--- config.mk ---
export PLATFORM = sky130hd
export DESIGN_NAME = irq_level_agg
export DESIGN_NICKNAME = d
export VERILOG_FILES = /design/src/rtl/irqagg_pkg.sv /design/src/rtl/irq_sync.sv /design/src/rtl/irq_ctrl.sv /design/src/rtl/irq_out_gen.sv /design/src/rtl/irq_level_agg.sv
export SDC_FILE = /design/constraint.sdc
export NUM_CORES = 1
export LEC_CHECK = 0
export BUFFER_PORTS_ARGS = -buffer_cell sky130_fd_sc_hd__buf_2
export CORE_MARGIN = 2
export CORE_UTILIZATION = 46
export DETAILED_ROUTE_END_ITERATION = 16
export HOLD_SLACK_MARGIN = 0.02
export PLACE_DENSITY = 0.81
export SLEW_MARGIN = 10
export SYNTH_ARGS = -nofsm -noshare
export SYNTH_HDL_FRONTEND = slang
export SYNTH_HIERARCHICAL = 1
export SYNTH_SLANG_ARGS = --single-unit
--- constraint.sdc ---
create_clock -name clk -period 1.8 [get_ports clk]
set_clock_uncertainty 0.05 [all_clocks]
set_input_delay 0.36 -clock clk [delete_from_list [all_inputs] [get_ports clk]]
set_output_delay 0.36 -clock clk [all_outputs]
set_load 0.02 [all_outputs]
--- src/rtl/irqagg_pkg.sv ---
package irqagg_pkg;
  localparam int ADDR_W = 2;
  localparam int DATA_W = 8;

  localparam logic [ADDR_W-1:0] ADR_CTRL     = 2'd0;
  localparam logic [ADDR_W-1:0] ADR_PEND_MAIN = 2'd1;
  localparam logic [ADDR_W-1:0] ADR_PEND_EXT  = 2'd2;

  localparam int BIT_RETRIG = 0;
  localparam int BIT_AUTO   = 1;
  localparam int BIT_EXTEN  = 2;

  typedef struct packed {
    logic ext_en;
    logic auto_clr;
  } agg_cfg_t;
endpackage

--- src/rtl/irq_sync.sv ---
module irq_sync #(
  parameter int WIDTH = 8
) (
  input  logic             clk,
  input  logic             rst_n,
  input  logic [WIDTH-1:0] async_in,
  output logic [WIDTH-1:0] sync_out
);
  logic [WIDTH-1:0] meta_q;
  logic [WIDTH-1:0] stab_q;

  for (genvar g = 0; g < WIDTH; g++) begin : g_bit
    always_ff @(posedge clk or negedge rst_n) begin
      if (!rst_n) begin
        meta_q[g] <= 1'b0;
        stab_q[g] <= 1'b0;
      end else begin
        meta_q[g] <= async_in[g];
        stab_q[g] <= meta_q[g];
      end
    end
  end

  assign sync_out = stab_q;
endmodule

--- src/rtl/irq_ctrl.sv ---
module irq_ctrl
  import irqagg_pkg::*;
#(
  parameter int PULSE_CYC = 140
) (
  input  logic              clk,
  input  logic              rst_n,
  input  logic              wr_en,
  input  logic [ADDR_W-1:0] addr,
  input  logic [DATA_W-1:0] wr_data,
  output agg_cfg_t          cfg,
  output logic              pulse_on
);
  localparam int CNT_W = $clog2(PULSE_CYC + 1);
  localparam logic [CNT_W-1:0] CNT_LOAD = CNT_W'(PULSE_CYC);

  agg_cfg_t         cfg_q, cfg_d;
  logic [CNT_W-1:0] cnt_q, cnt_d;
  logic             ctrl_wr;
  logic             retrig_wr;

  assign ctrl_wr   = wr_en && (addr == ADR_CTRL);
  assign retrig_wr = ctrl_wr && wr_data[BIT_RETRIG];

  always_comb begin
    cfg_d = cfg_q;
    if (ctrl_wr) begin
      cfg_d.auto_clr = wr_data[BIT_AUTO];
      cfg_d.ext_en   = wr_data[BIT_EXTEN];
    end
  end

  always_comb begin
    cnt_d = cnt_q;
    if (retrig_wr) begin
      cnt_d = CNT_LOAD;
    end else if (cnt_q != '0) begin
      cnt_d = cnt_q - 1'b1;
    end
  end

  always_ff @(posedge clk or negedge rst_n) begin
    if (!rst_n) begin
      cfg_q <= '0;
      cnt_q <= '0;
    end else begin
      cfg_q <= cfg_d;
      cnt_q <= cnt_d;
    end
  end

  assign cfg      = cfg_q;
  assign pulse_on = (cnt_q != '0);

  AST_RETRIG_STARTS: assert property (@(posedge clk) disable iff (!rst_n)
    retrig_wr |=> (pulse_on && cnt_q == CNT_LOAD));
  AST_CNT_BOUND: assert property (@(posedge clk) disable iff (!rst_n)
    cnt_q <= CNT_LOAD);
  AST_RO_NO_CFG: assert property (@(posedge clk) disable iff (!rst_n)
    (wr_en && addr != ADR_CTRL) |=> $stable(cfg_q));
endmodule

--- src/rtl/irq_out_gen.sv ---
module irq_out_gen (
  input  logic clk,
  input  logic rst_n,
  input  logic any_pend,
  input  logic auto_clr,
  input  logic pulse_on,
  output logic irq_o
);
  logic out_q, out_d;

  always_comb begin
    if (pulse_on) begin
      out_d = 1'b0;
    end else if (auto_clr) begin
      out_d = any_pend;
    end else begin
      out_d = out_q | any_pend;
    end
  end

  always_ff @(posedge clk or negedge rst_n) begin
    if (!rst_n) begin
      out_q <= 1'b0;
    end else begin
      out_q <= out_d;
    end
  end

  assign irq_o = out_q;

  AST_PULSE_FORCES_LOW: assert property (@(posedge clk) disable iff (!rst_n)
    pulse_on |=> !irq_o);
  AST_PEND_RAISES: assert property (@(posedge clk) disable iff (!rst_n)
    (!pulse_on && any_pend) |=> irq_o);
  AST_AUTO_FALLS: assert property (@(posedge clk) disable iff (!rst_n)
    (auto_clr && !pulse_on && !any_pend) |=> !irq_o);
  AST_STICKY_HOLD: assert property (@(posedge clk) disable iff (!rst_n)
    (!auto_clr && !pulse_on && irq_o) |=> irq_o);
endmodule

--- src/rtl/irq_level_agg.sv ---
module irq_level_agg
  import irqagg_pkg::*;
#(
  parameter int N_MAIN    = 8,
  parameter int N_EXT     = 3,
  parameter int PULSE_CYC = 140
) (
  input  logic              clk,
  input  logic              rst_n,
  input  logic [N_MAIN-1:0] req_main,
  input  logic [N_EXT-1:0]  req_ext,
  input  logic              wr_en,
  input  logic [ADDR_W-1:0] addr,
  input  logic [DATA_W-1:0] wr_data,
  output logic [DATA_W-1:0] rd_data,
  output logic              irq_out
);
  logic              rst_meta_q, rst_sn;
  logic [N_MAIN-1:0] pend_main;
  logic [N_EXT-1:0]  sync_ext;
  logic [N_EXT-1:0]  pend_ext;
  agg_cfg_t          cfg;
  logic              pulse_on;
  logic              any_pend;

  always_ff @(posedge clk or negedge rst_n) begin
    if (!rst_n) begin
      rst_meta_q <= 1'b0;
      rst_sn     <= 1'b0;
    end else begin
      rst_meta_q <= 1'b1;
      rst_sn     <= rst_meta_q;
    end
  end

  irq_sync #(.WIDTH(N_MAIN)) u_sync_main (
    .clk      (clk),
    .rst_n    (rst_sn),
    .async_in (req_main),
    .sync_out (pend_main)
  );

  irq_sync #(.WIDTH(N_EXT)) u_sync_ext (
    .clk      (clk),
    .rst_n    (rst_sn),
    .async_in (req_ext),
    .sync_out (sync_ext)
  );

  assign pend_ext = sync_ext & {N_EXT{cfg.ext_en}};
  assign any_pend = (|pend_main) | (|pend_ext);

  irq_ctrl #(.PULSE_CYC(PULSE_CYC)) u_ctrl (
    .clk      (clk),
    .rst_n    (rst_sn),
    .wr_en    (wr_en),
    .addr     (addr),
    .wr_data  (wr_data),
    .cfg      (cfg),
    .pulse_on (pulse_on)
  );

  irq_out_gen u_out (
    .clk      (clk),
    .rst_n    (rst_sn),
    .any_pend (any_pend),
    .auto_clr (cfg.auto_clr),
    .pulse_on (pulse_on),
    .irq_o    (irq_out)
  );

  always_comb begin
    rd_data = '0;
    unique case (addr)
      ADR_CTRL: begin
        rd_data[BIT_RETRIG] = pulse_on;
        rd_data[BIT_AUTO]   = cfg.auto_clr;
        rd_data[BIT_EXTEN]  = cfg.ext_en;
      end
      ADR_PEND_MAIN: rd_data[N_MAIN-1:0] = pend_main;
      ADR_PEND_EXT:  rd_data[N_EXT-1:0]  = pend_ext;
      default:       rd_data = '0;
    endcase
  end

  AST_EXT_GATED: assert property (@(posedge clk) disable iff (!rst_sn)
    (!cfg.ext_en && !pulse_on && pend_main == '0 && cfg.auto_clr) |=> !irq_out);
endmodule

==> results of run 1 <==
cell type report:
| class | count | area share |
|---|---|---|
| multi-input combinational | 57 | 0.261 |
| timing repair buffer | 46 | 0.165 |
| clock inverter | 2 | 0.00720 |
| tap | 31 | 0.0223 |
| inverter | 8 | 0.0173 |
| clock buffer | 6 | 0.0238 |
| sequential | 35 | 0.504 |
layout by cell type (no fill, tap or decap), drive strengths merged, types with 3 or more instances in the layout:
cell type  synthesis  routed
nand2b             3       3
clkbuf             1       6
dfrtp             35      35
mux2i              4       4
buf                1      45
nor4               4       4
o21ai              4       4
a21oi              6       6
o22ai              3       3
and2               5       5
inv                8       8
cell families (layout without fill, tap and decap cells):
logic type / Yosys count / count (layout)
DFF: 35 / 35
and+or+nand+nor: 29 / 29
AOI/OAI and AO/OA: 19 / 19
buffers and inverters: 10 / 62
muxes: 6 / 6
adders and majority gates: 2 / 2
other: 1 / 1
metrics by stage:
step | area [um^2] | hold slack (ps) | worst slack (ps) | utilization
after floorplan | 1350 | 14.4 | -92.5 | -
after global placement | 1620 | 96.1 | -184 | 0.586
after detailed placement | 1620 | 96.2 | -244 | 0.586
after CTS | 1720 | 66.6 | -619 | 0.624
after global routing | 1740 | 56.7 | -661 | 0.630
final | 1740 | 80.2 | -576 | 0.630
flip-flops by register name, indices dropped and copies added (netlist names):
name,flops
u_ctrl/cnt_q,8
u_sync_main/meta_q,8
u_sync_main/sync_out,8
u_sync_ext/meta_q,3
u_sync_ext/sync_out,3
u_ctrl/cfg,2
rst_meta_q,1
rst_sn,1
u_out/irq_o,1
per-layer routing:
layer  wire [um]  vias up
met5           0        -
met4          53        0
met3         146        8
met2        1330       24
met1        1000      460
li1            -      463
timing repair:
item | CTS | global route
cloned | 0 | 0
setup buffers | 3 | 1
resized for setup | 6 | 2
hold buffers | 1 | 0
endpoints found under the setup margin | 1 | 4
endpoints found under the hold margin | 2 | 0
pin swaps | 2 | 2
path summary, 6_finish.rpt:
path	start	end	depth (start not counted)
max	u_ctrl/cnt_q[0]$_DFFE_PN0P_	rd_data[0]	8
min	req_ext[1]	u_sync_ext/meta_q[1]$_DFF_PN0_	1
max in group asynchronous	rst_sn$_DFF_PN0_	u_sync_ext/sync_out[1]$_DFF_PN0_	1
min in group asynchronous	rst_sn$_DFF_PN0_	u_out/irq_o$_DFF_PN0_	1
max reg2reg	u_ctrl/cnt_q[0]$_DFFE_PN0P_	u_ctrl/cnt_q[3]$_DFFE_PN0P_	8
min reg2reg	rst_sn$_DFF_PN0_	u_out/irq_o$_DFF_PN0_	1
power groups by stage:
stage	Sequential (uW)	Clock, uW	Combinational [uW]
4_1_cts	1010	408	725
5_1_grt	1030	444	824
3_3_place_gp	1000	0	606
3_5_place_dp	1020	0	654
6_report	1010	395	745
2_1_floorplan	1020	0	344
==> qor.csv, run 1 <==
metric,value,unit
muxShareOfSynthArea,0.0470,
crit_family,simple AND/OR/NAND/NOR gates,
wl_per_cell,13.7,um
io_buffers,27,
worstPathCellList,inv_2 -> ha_4 -> or3b_4 -> nor3_4 -> inv_2 -> mux2i_1 -> o22ai_2 -> buf_6,
grt_overflow_total,0,
fillers,222,
synth_compound_area_frac,0.0960,
drtIter0Drc,11,
rrSetupSlack,70,ps
vias,955,
dominantRegCellSynth,dfrtp_1,
synth_commonest_cells,"dfrtp_1, inv_1, a21oi_1, and2_1",
start_util,0.482,
setup_tns,-576,ps
cts-root-buf,clkbuf_4,
synth_top_family_by_area,simple AND/OR/NAND/NOR gates,
nets,179,
grt_pass1_wl,4200,um
dp_cells,172,
htreeDepth,2,
worst_slack,-576,ps
yosys_warnings,6,
synth_xor_area_frac,0,
clk_latency,330,ps
antennaDiodeCount,0,
layout-drive-gt1-share,0.442,
fin_crit_sh,1.32,
syn_area,1330,um^2
swShare,0.318,
gp_congestion,0.722,
cp_slowest_cell,dfrtp_1,
finalHoldViolations,0,
async_flop_share,1.00,
postSynthCellCount,102,
required,1390,ps
crit_type,reg2out,
crit_top_cell,inv_2,
pwr-share-clk,0.184,
pwr-share-comb,0.347,
worstMarginPinSlew,551,ps
arrival,1970,ps
p_int,1470,uW
grtUsageMet1,0.197,
maxSlewViolCount,0,
core_area,2760,um^2
synthAdderAreaFrac,0.0188,
synthSimpleGateAreaFrac,0.148,
busiest_layer,met2,
cts_tree,done,
drc,0,
pin_count,33,
slew_headroom,0.632,
clkSlewWorstSetupHoldPaths,100,ps
dieArea,3340,um^2
antenna_found_initial,0,
ys_seq_elements,35,
yosysTopAreaCellShare,0.659,
synth_cell_types,36,
p_per_area,1240,nW/um^2
grt_use_met3,0.0670,
start_kind,register,
p_sw,682,uW
yosysSeqAreaShare,0.659,
crit_buf_inv,3,
ys_top_cells_by_area,"dfrtp_1, mux2i_1, and2_1",
fp.dieH,57.8,um
numCtsBuffers,5,
ant_nets,0,
synth_area_per_cell,13.0,um^2
syn_to_final_growth,30.7,%
synth_top_cell_by_area,dfrtp_1,
hp-class,in2reg,
rsz0062_at_grt,yes,
cts.path.max_buffers,2,
clkSinkCount,35,
yosysMostFrequentCell,dfrtp_1,
cpPeakStageDelay,400,ps
rows,19,
grt_util_met2,0.291,
p_leak,0.000825,uW
ir_drop,771,uV
routed_via_density,5.16,
die_x,57.8,um
drt_wl_total,2530,um
maxCapViolations,0,
final_cells,185,
synth_edf_count,0,
sequentialPowerShare,0.469,
setup_viol,1,
drtPass1Iterations,4,
crit_fanout,2,
grtUsageTotal,0.175,
total_power,2150,uW
violations,negative setup slack,
setup.worst_path.end_class,output port,
grt_pass1_vias,989,
period_needed,2380,ps
multi_input_area,453,um^2
final-seq-area,876,um^2
synth_nets,128,
fmax,421,MHz
place_hpwl,1860,um
grt_max_degree,34,
status,"complete, but fails checks",
Note: power is estimated with default switching activity, not from simulation.
==> inputs of run 2 (changes only) <==
--- a/config.mk
+++ b/config.mk
@@ -6,11 +6,13 @@
 export NUM_CORES = 1
 export LEC_CHECK = 0
 export BUFFER_PORTS_ARGS = -buffer_cell sky130_fd_sc_hd__buf_2
+export CELL_PAD_IN_SITES_DETAIL_PLACEMENT = 0
+export CELL_PAD_IN_SITES_GLOBAL_PLACEMENT = 1
 export CORE_MARGIN = 2
-export CORE_UTILIZATION = 46
+export CORE_UTILIZATION = 37
 export DETAILED_ROUTE_END_ITERATION = 16
 export HOLD_SLACK_MARGIN = 0.02
-export PLACE_DENSITY = 0.81
+export PLACE_DENSITY_LB_ADDON = 0.1
 export SLEW_MARGIN = 10
 export SYNTH_ARGS = -nofsm -noshare
 export SYNTH_HDL_FRONTEND = slang
==> run 2 against run 1 <==
Net effect:
- the run still ends with negative setup slack left
- sequential power hardly changed
- maximum frequency down 2.4%
- flip-flop and latch count is the same
- wire length fell by 5.9%
- critical path depth unchanged
- utilization down 11 points
==> qor.csv, run 2 (same netlist as run 1, synthesis figures left out) <==
metric,value,unit,change
grt_use_met3,0.0475,,-0.0194
cts-root-buf,clkbuf_4,,
ant_nets,0,,unchanged
final_cells,198,,+7.0%
pin_count,33,,unchanged
clkSinkCount,35,,unchanged
r2r-start,u_ctrl/cnt_q[0]$_DFFE_PN0P_,,
rsz0062_at_grt,yes,,
htreeDepth,2,,unchanged
maxCapViolations,0,,unchanged
io_buffers,27,,unchanged
final_cell_mix,"dfrtp_1, buf_2, buf_4",,
grt_util_met2,0.215,,-0.0757
vias,918,,-3.9%
drtIter0Drc,28,,+17
crit_fanout,2,,unchanged
clk_latency,330,ps,about the same
place_ws,-205,ps,+39.0 ps
setup.worst_path.end_class,output port,,
hold_start,req_main[5],,
place_hpwl,1710,um,-8.1%
grtUsageTotal,0.142,,-0.0327
grtUsageMet1,0.180,,-0.0162
start_util,0.392,,-0.0899
dp_cells,185,,+7.6%
finalHoldViolations,0,,unchanged
gp_congestion,0.724,,+0.39%
worst_slack,-636,ps,-59.5 ps
grt_pass1_vias,947,,-4.2%
wl_per_cell,12.0,um,-12%
status,"complete, but fails checks",,
drc,0,,unchanged
hp-class,in2reg,,
routed_via_density,4.64,,-10%
layout-drive-gt1-share,0.447,,+0.00581
grt_overflow_total,0,,unchanged
fp.dieH,64.0,um,+11%
rows,21,,+2
drt_wl_total,2380,um,-5.9%
syn_to_final_growth,32.5,%,
final_common_cell,dfrtp_1,,
start_kind,register,,
setup_viol,2,,+1
grt_max_degree,34,,unchanged
slew_headroom,0.559,,-0.0729
numCtsBuffers,5,,unchanged
p_leak,0.000813,uW,-1.5%
antennaDiodeCount,0,,unchanged
grt_pass1_wl,4290,um,+2.1%
setup_tns,-647,ps,-71.1 ps
rrSetupSlack,-10,ps,-80 ps
fin_crit_sh,1.35,,+0.0331
worstMarginPinSlew,660,ps,+109 ps
period_needed,2440,ps,+59.5 ps
rr_worst_depth,5,,-3
maxSlewViolCount,0,,unchanged
ir_drop,513,uV,-33%
p_per_area,1230,nW/um^2,-0.37%
antenna_found_initial,0,,unchanged
fillers,316,,+42%
cts.path.max_buffers,2,,unchanged
violations,negative setup slack,,
nets,177,,-1.1%
clkSlewWorstSetupHoldPaths,110,ps,about the same
required,1390,ps,about the same
die_x,64.0,um,+11%
busiest_layer,met2,,
core_area,3390,um^2,+23%
dieArea,4090,um^2,+23%
arrival,2030,ps,+60 ps
crit_start,u_ctrl/cnt_q[1]$_DFFE_PN0P_,,
crit_type,reg2out,,
fin_hold_ws,75.2,ps,-5.00 ps
cts_tree,done,,
drtPass1Iterations,3,,-1
fmax,411,MHz,-2.4%
timing.rr.end,u_ctrl/cnt_q[5]$_DFFE_PN0P_,,
crit_end,rd_data[0],,
==> run 2: changes by cell type in the layout (fill, tap and decap cells not counted) <==
| cell | change |
|---|---|
| buf_4 | -2 |
| a2111oi_2 | -1 |
| a2111oi_4 | +1 |
| clkbuf_1 | -1 |
| clkinvlp_4 | +1 |
| mux2i_1 | -1 |
| mux2i_2 | +1 |
==> run 2: metal layers <==
layer | up-vias | part of all wire | routed length, um
met5 | - | 0 | 0
met4 | 0 | 0.017 | 41
met3 | 5 | 0.041 | 98
met2 | 18 | 0.49 | 1180
met1 | 441 | 0.45 | 1070
li1 | 454 | - | -
==> run 2: layout make-up <==
class,instances,area (um^2),share of cell area
tap,46,57.6,0.0327
sequential,35,876,0.497
clock inverter,3,20.0,0.0114
multi-input combinational,57,469,0.266
inverter,8,30.0,0.0170
clock buffer,5,37.5,0.0213
timing repair buffer,44,272,0.154
==> run 2: repair_timing <==
action / CTS / global route
setup buffers: 2 / 2
hold buffers: 1 / 0
hold endpoints to repair: 2 / 0
gates resized for setup: 1 / 9
pin swaps: 0 / 3
setup endpoints to repair: 1 / 6
==> run 2: power breakdown <==
group          switching, uW  total (uW)  internal (uW)
registers               98.1        1010            910
logic                    341         751            410
clock network            260         409            149
total                    699        2170           1470
==> run 2: worst min-delay path by stage <==
stage	endpoint	slack, ps	cells after the start
after global placement	rst_sn$_DFF_PN0_	100	1
after floorplan	rst_meta_q$_DFF_PN0_	10	0
after detailed placement	rst_sn$_DFF_PN0_	100	1
after global routing	u_sync_main/meta_q[2]$_DFF_PN0_	20	1
final	u_sync_main/meta_q[5]$_DFF_PN0_	80	1
after CTS	u_sync_main/meta_q[5]$_DFF_PN0_	50	1
==> run 2: critical path, cell delays in order, from the launching register on <==
cell     delay (ps)
dfrtp_1         420
inv_2            90
ha_4            130
or3b_4          390
nor3_4          200
inv_2            60
mux2i_2         170
o22ai_2         110
buf_6           140
==> run 2: through the flow <==
step                      instance area [um^2]  total power [uW]  utilization
after floorplan                           1350              1370            -
after global placement                    1620              1600        0.478
after detailed placement                  1620              1620        0.478
after CTS                                 1710              2100        0.506
after global routing                      1760              2360        0.520
final                                     1760              2170        0.520
==> inputs of run 3 (changes only) <==
==> constraint.sdc (replaced) <==
create_clock -name clk -period 2.2 [get_ports clk]
set_clock_uncertainty 0.05 [all_clocks]
set_input_delay 0.44 -clock clk [delete_from_list [all_inputs] [get_ports clk]]
set_output_delay 0.44 -clock clk [all_outputs]
set_load 0.02 [all_outputs]
==> run 3 against run 2 <==
Net effect:
- the run still ends with negative setup slack left
- worst hold slack improved by 79 ps
- critical endpoint unchanged
- highest routed layer unchanged
- critical path depth is the same
- register-to-register slack better by 380 ps
- die area unchanged
- wire length down 6.6%
==> qor.csv, run 3 (same netlist as run 1, synthesis figures left out) <==
metric,value,unit,change
status,"complete, but fails checks",,
violations,negative setup slack,,
cp.depth,8,,unchanged
whs_path_depth,1,,unchanged
start_util,0.392,,unchanged
ant_nets,0,,unchanged
drtPass1Iterations,4,,+1
worstMarginPinSlew,526,ps,-134 ps
p_leak,0.000783,uW,-3.7%
final-seq-area,876,um^2,unchanged
crit_buf_inv,3,,unchanged
cts.path.max_buffers,2,,unchanged
place_hpwl,1590,um,-6.7%
clkSinkCount,35,,unchanged
final_cells,193,,-2.5%
pin_count,33,,unchanged
crit_top_cell,inv_2,,
cp_slowest_cell,dfrtp_1,,
drt_wl_total,2230,um,-6.6%
hp-class,in2reg,,
grt_overflow_total,0,,unchanged
fmax,412,MHz,
fin_crit_sh,1.10,,
required,1710,ps,+320 ps
crit_start,u_ctrl/cnt_q[1]$_DFFE_PN0P_,,
period_needed,2430,ps,
swShare,0.327,,+0.00473
final_common_cell,dfrtp_1,,
crit_fanout,2,,unchanged
arrival,1940,ps,-90 ps
syn_to_final_growth,26.9,%,
worstPathCellList,inv_2 -> ha_4 -> or3b_4 -> nor3_4 -> inv_2 -> mux2i_1 -> o22ai_1 -> buf_4,,
worst_slack,-229,ps,+407 ps
multi_input_area,437,um^2,-6.9%
final_cell_mix,"dfrtp_1, buf_2, buf_4",,
crit_type,reg2out,,
fp.dieH,64.0,um,unchanged
slew_headroom,0.648,,+0.0895
rsz0062_at_grt,yes,,
layout-drive-gt1-share,0.401,,-0.0460
grt_max_degree,34,,unchanged
numCtsBuffers,5,,unchanged
htreeDepth,2,,unchanged
fin_hold_ws,154,ps,+79.0 ps
pwr-share-clk,0.204,,+0.015
antennaDiodeCount,0,,unchanged
ir_drop,503,uV,-1.9%
start_kind,register,,
io_buffers,27,,unchanged
core_area,3390,um^2,unchanged
setup.worst_path.end_class,output port,,
clk_latency,330,ps,about the same
setup_tns,-229,ps,+419 ps
grt_pass1_vias,945,,-0.21%
gp_congestion,0.781,,+7.8%
p_sw,540,uW,-23%
antenna_found_initial,0,,unchanged
maxCapViolations,0,,unchanged
grtUsageTotal,0.131,,-0.0110
setup_viol,1,,-1
cts_tree,done,,
p_int,1110,uW,-24%
clkSlewWorstSetupHoldPaths,110,ps,about the same
pwr-share-comb,0.290,,-0.056
nets,172,,-2.8%
r2r-start,u_ctrl/cnt_q[1]$_DFFE_PN0P_,,
fillers,322,,+1.9%
drc,0,,unchanged
sequentialPowerShare,0.506,,+0.041
dp_cells,180,,-2.7%
dieArea,4090,um^2,unchanged
grt_pass1_wl,3960,um,-7.7%
wl_per_cell,11.5,um,-4.2%
routed_via_density,4.64,,about the same
cpPeakStageDelay,420,ps,about the same
finalHoldViolations,0,,unchanged
cts-root-buf,clkbuf_4,,
p_per_area,978,nW/um^2,-21%
hold_start,req_main[7],,
rr_worst_depth,8,,+3
crit_family,simple AND/OR/NAND/NOR gates,,
maxSlewViolCount,0,,unchanged
die_x,64.0,um,unchanged
vias,895,,-2.5%
drtIter0Drc,41,,+46%
rows,21,,unchanged
[run 3: worst register-to-register path, cell delays in order (launching register included)]
cell      delay (ps)
dfrtp_1          420
inv_2             90
ha_4             130
or3b_4           390
nor3_4           150
inv_2             50
buf_4            120
buf_4            130
a211oi_1         220
[run 3: area by class of cell]
cell class,count,area share
Multi-Input combinational cell,57,0.259
Clock inverter,3,0.0119
Inverter,8,0.0178
Timing Repair Buffer,39,0.136
Sequential cell,35,0.519
Clock buffer,5,0.0222
Tap cell,46,0.0341
[run 3: what timing repair did]
| item | in CTS | in global routing |
|---|---|---|
| setup buffers | 4 | 0 |
| endpoints found under the hold margin | 2 | 0 |
| hold buffers | 1 | 0 |
| pin swaps | 2 | 0 |
| setup endpoints to repair | 1 | 1 |
| resized for setup | 7 | 0 |
[run 3: routing by layer]
| layer | global-route usage | vias to the layer above | wire [um] |
|---|---|---|---|
| li1 | - | 444 | - |
| met1 | 0.150 | 415 | 909 |
| met2 | 0.207 | 28 | 1110 |
| met5 | 0 | - | 0 |
| met4 | 0.0679 | 0 | 55 |
| met3 | 0.0563 | 8 | 149 |
[run 3: final timing paths]
check	slack [ps]	end
max	-230	rd_data[0]
min	150	u_sync_main/meta_q[7]$_DFF_PN0_
min in group asynchronous	210	u_sync_main/meta_q[3]$_DFF_PN0_
min reg2reg	210	u_sync_main/meta_q[3]$_DFF_PN0_
max in group asynchronous	1600	u_sync_ext/sync_out[0]$_DFF_PN0_
max reg2reg	370	u_ctrl/cnt_q[1]$_DFFE_PN0P_
[run 3: power groups by stage]
stage	logic [uW]	registers, uW	clock network (uW)
after floorplan	269	832	0
after global placement	382	839	0
after detailed placement	396	840	0
after CTS	471	833	358
after global routing	531	856	400
final	479	835	337
[run 3: metrics by stage]
stage | total power (uW) | worst slack, ps | utilization | cell area (um^2)
floorplan | 1100 | 117 | - | 1330
global placement | 1220 | 24.5 | 0.462 | 1570
detailed placement | 1240 | 49.0 | 0.462 | 1570
CTS | 1660 | -232 | 0.498 | 1690
global route | 1790 | -351 | 0.498 | 1690
finish | 1650 | -229 | 0.498 | 1690
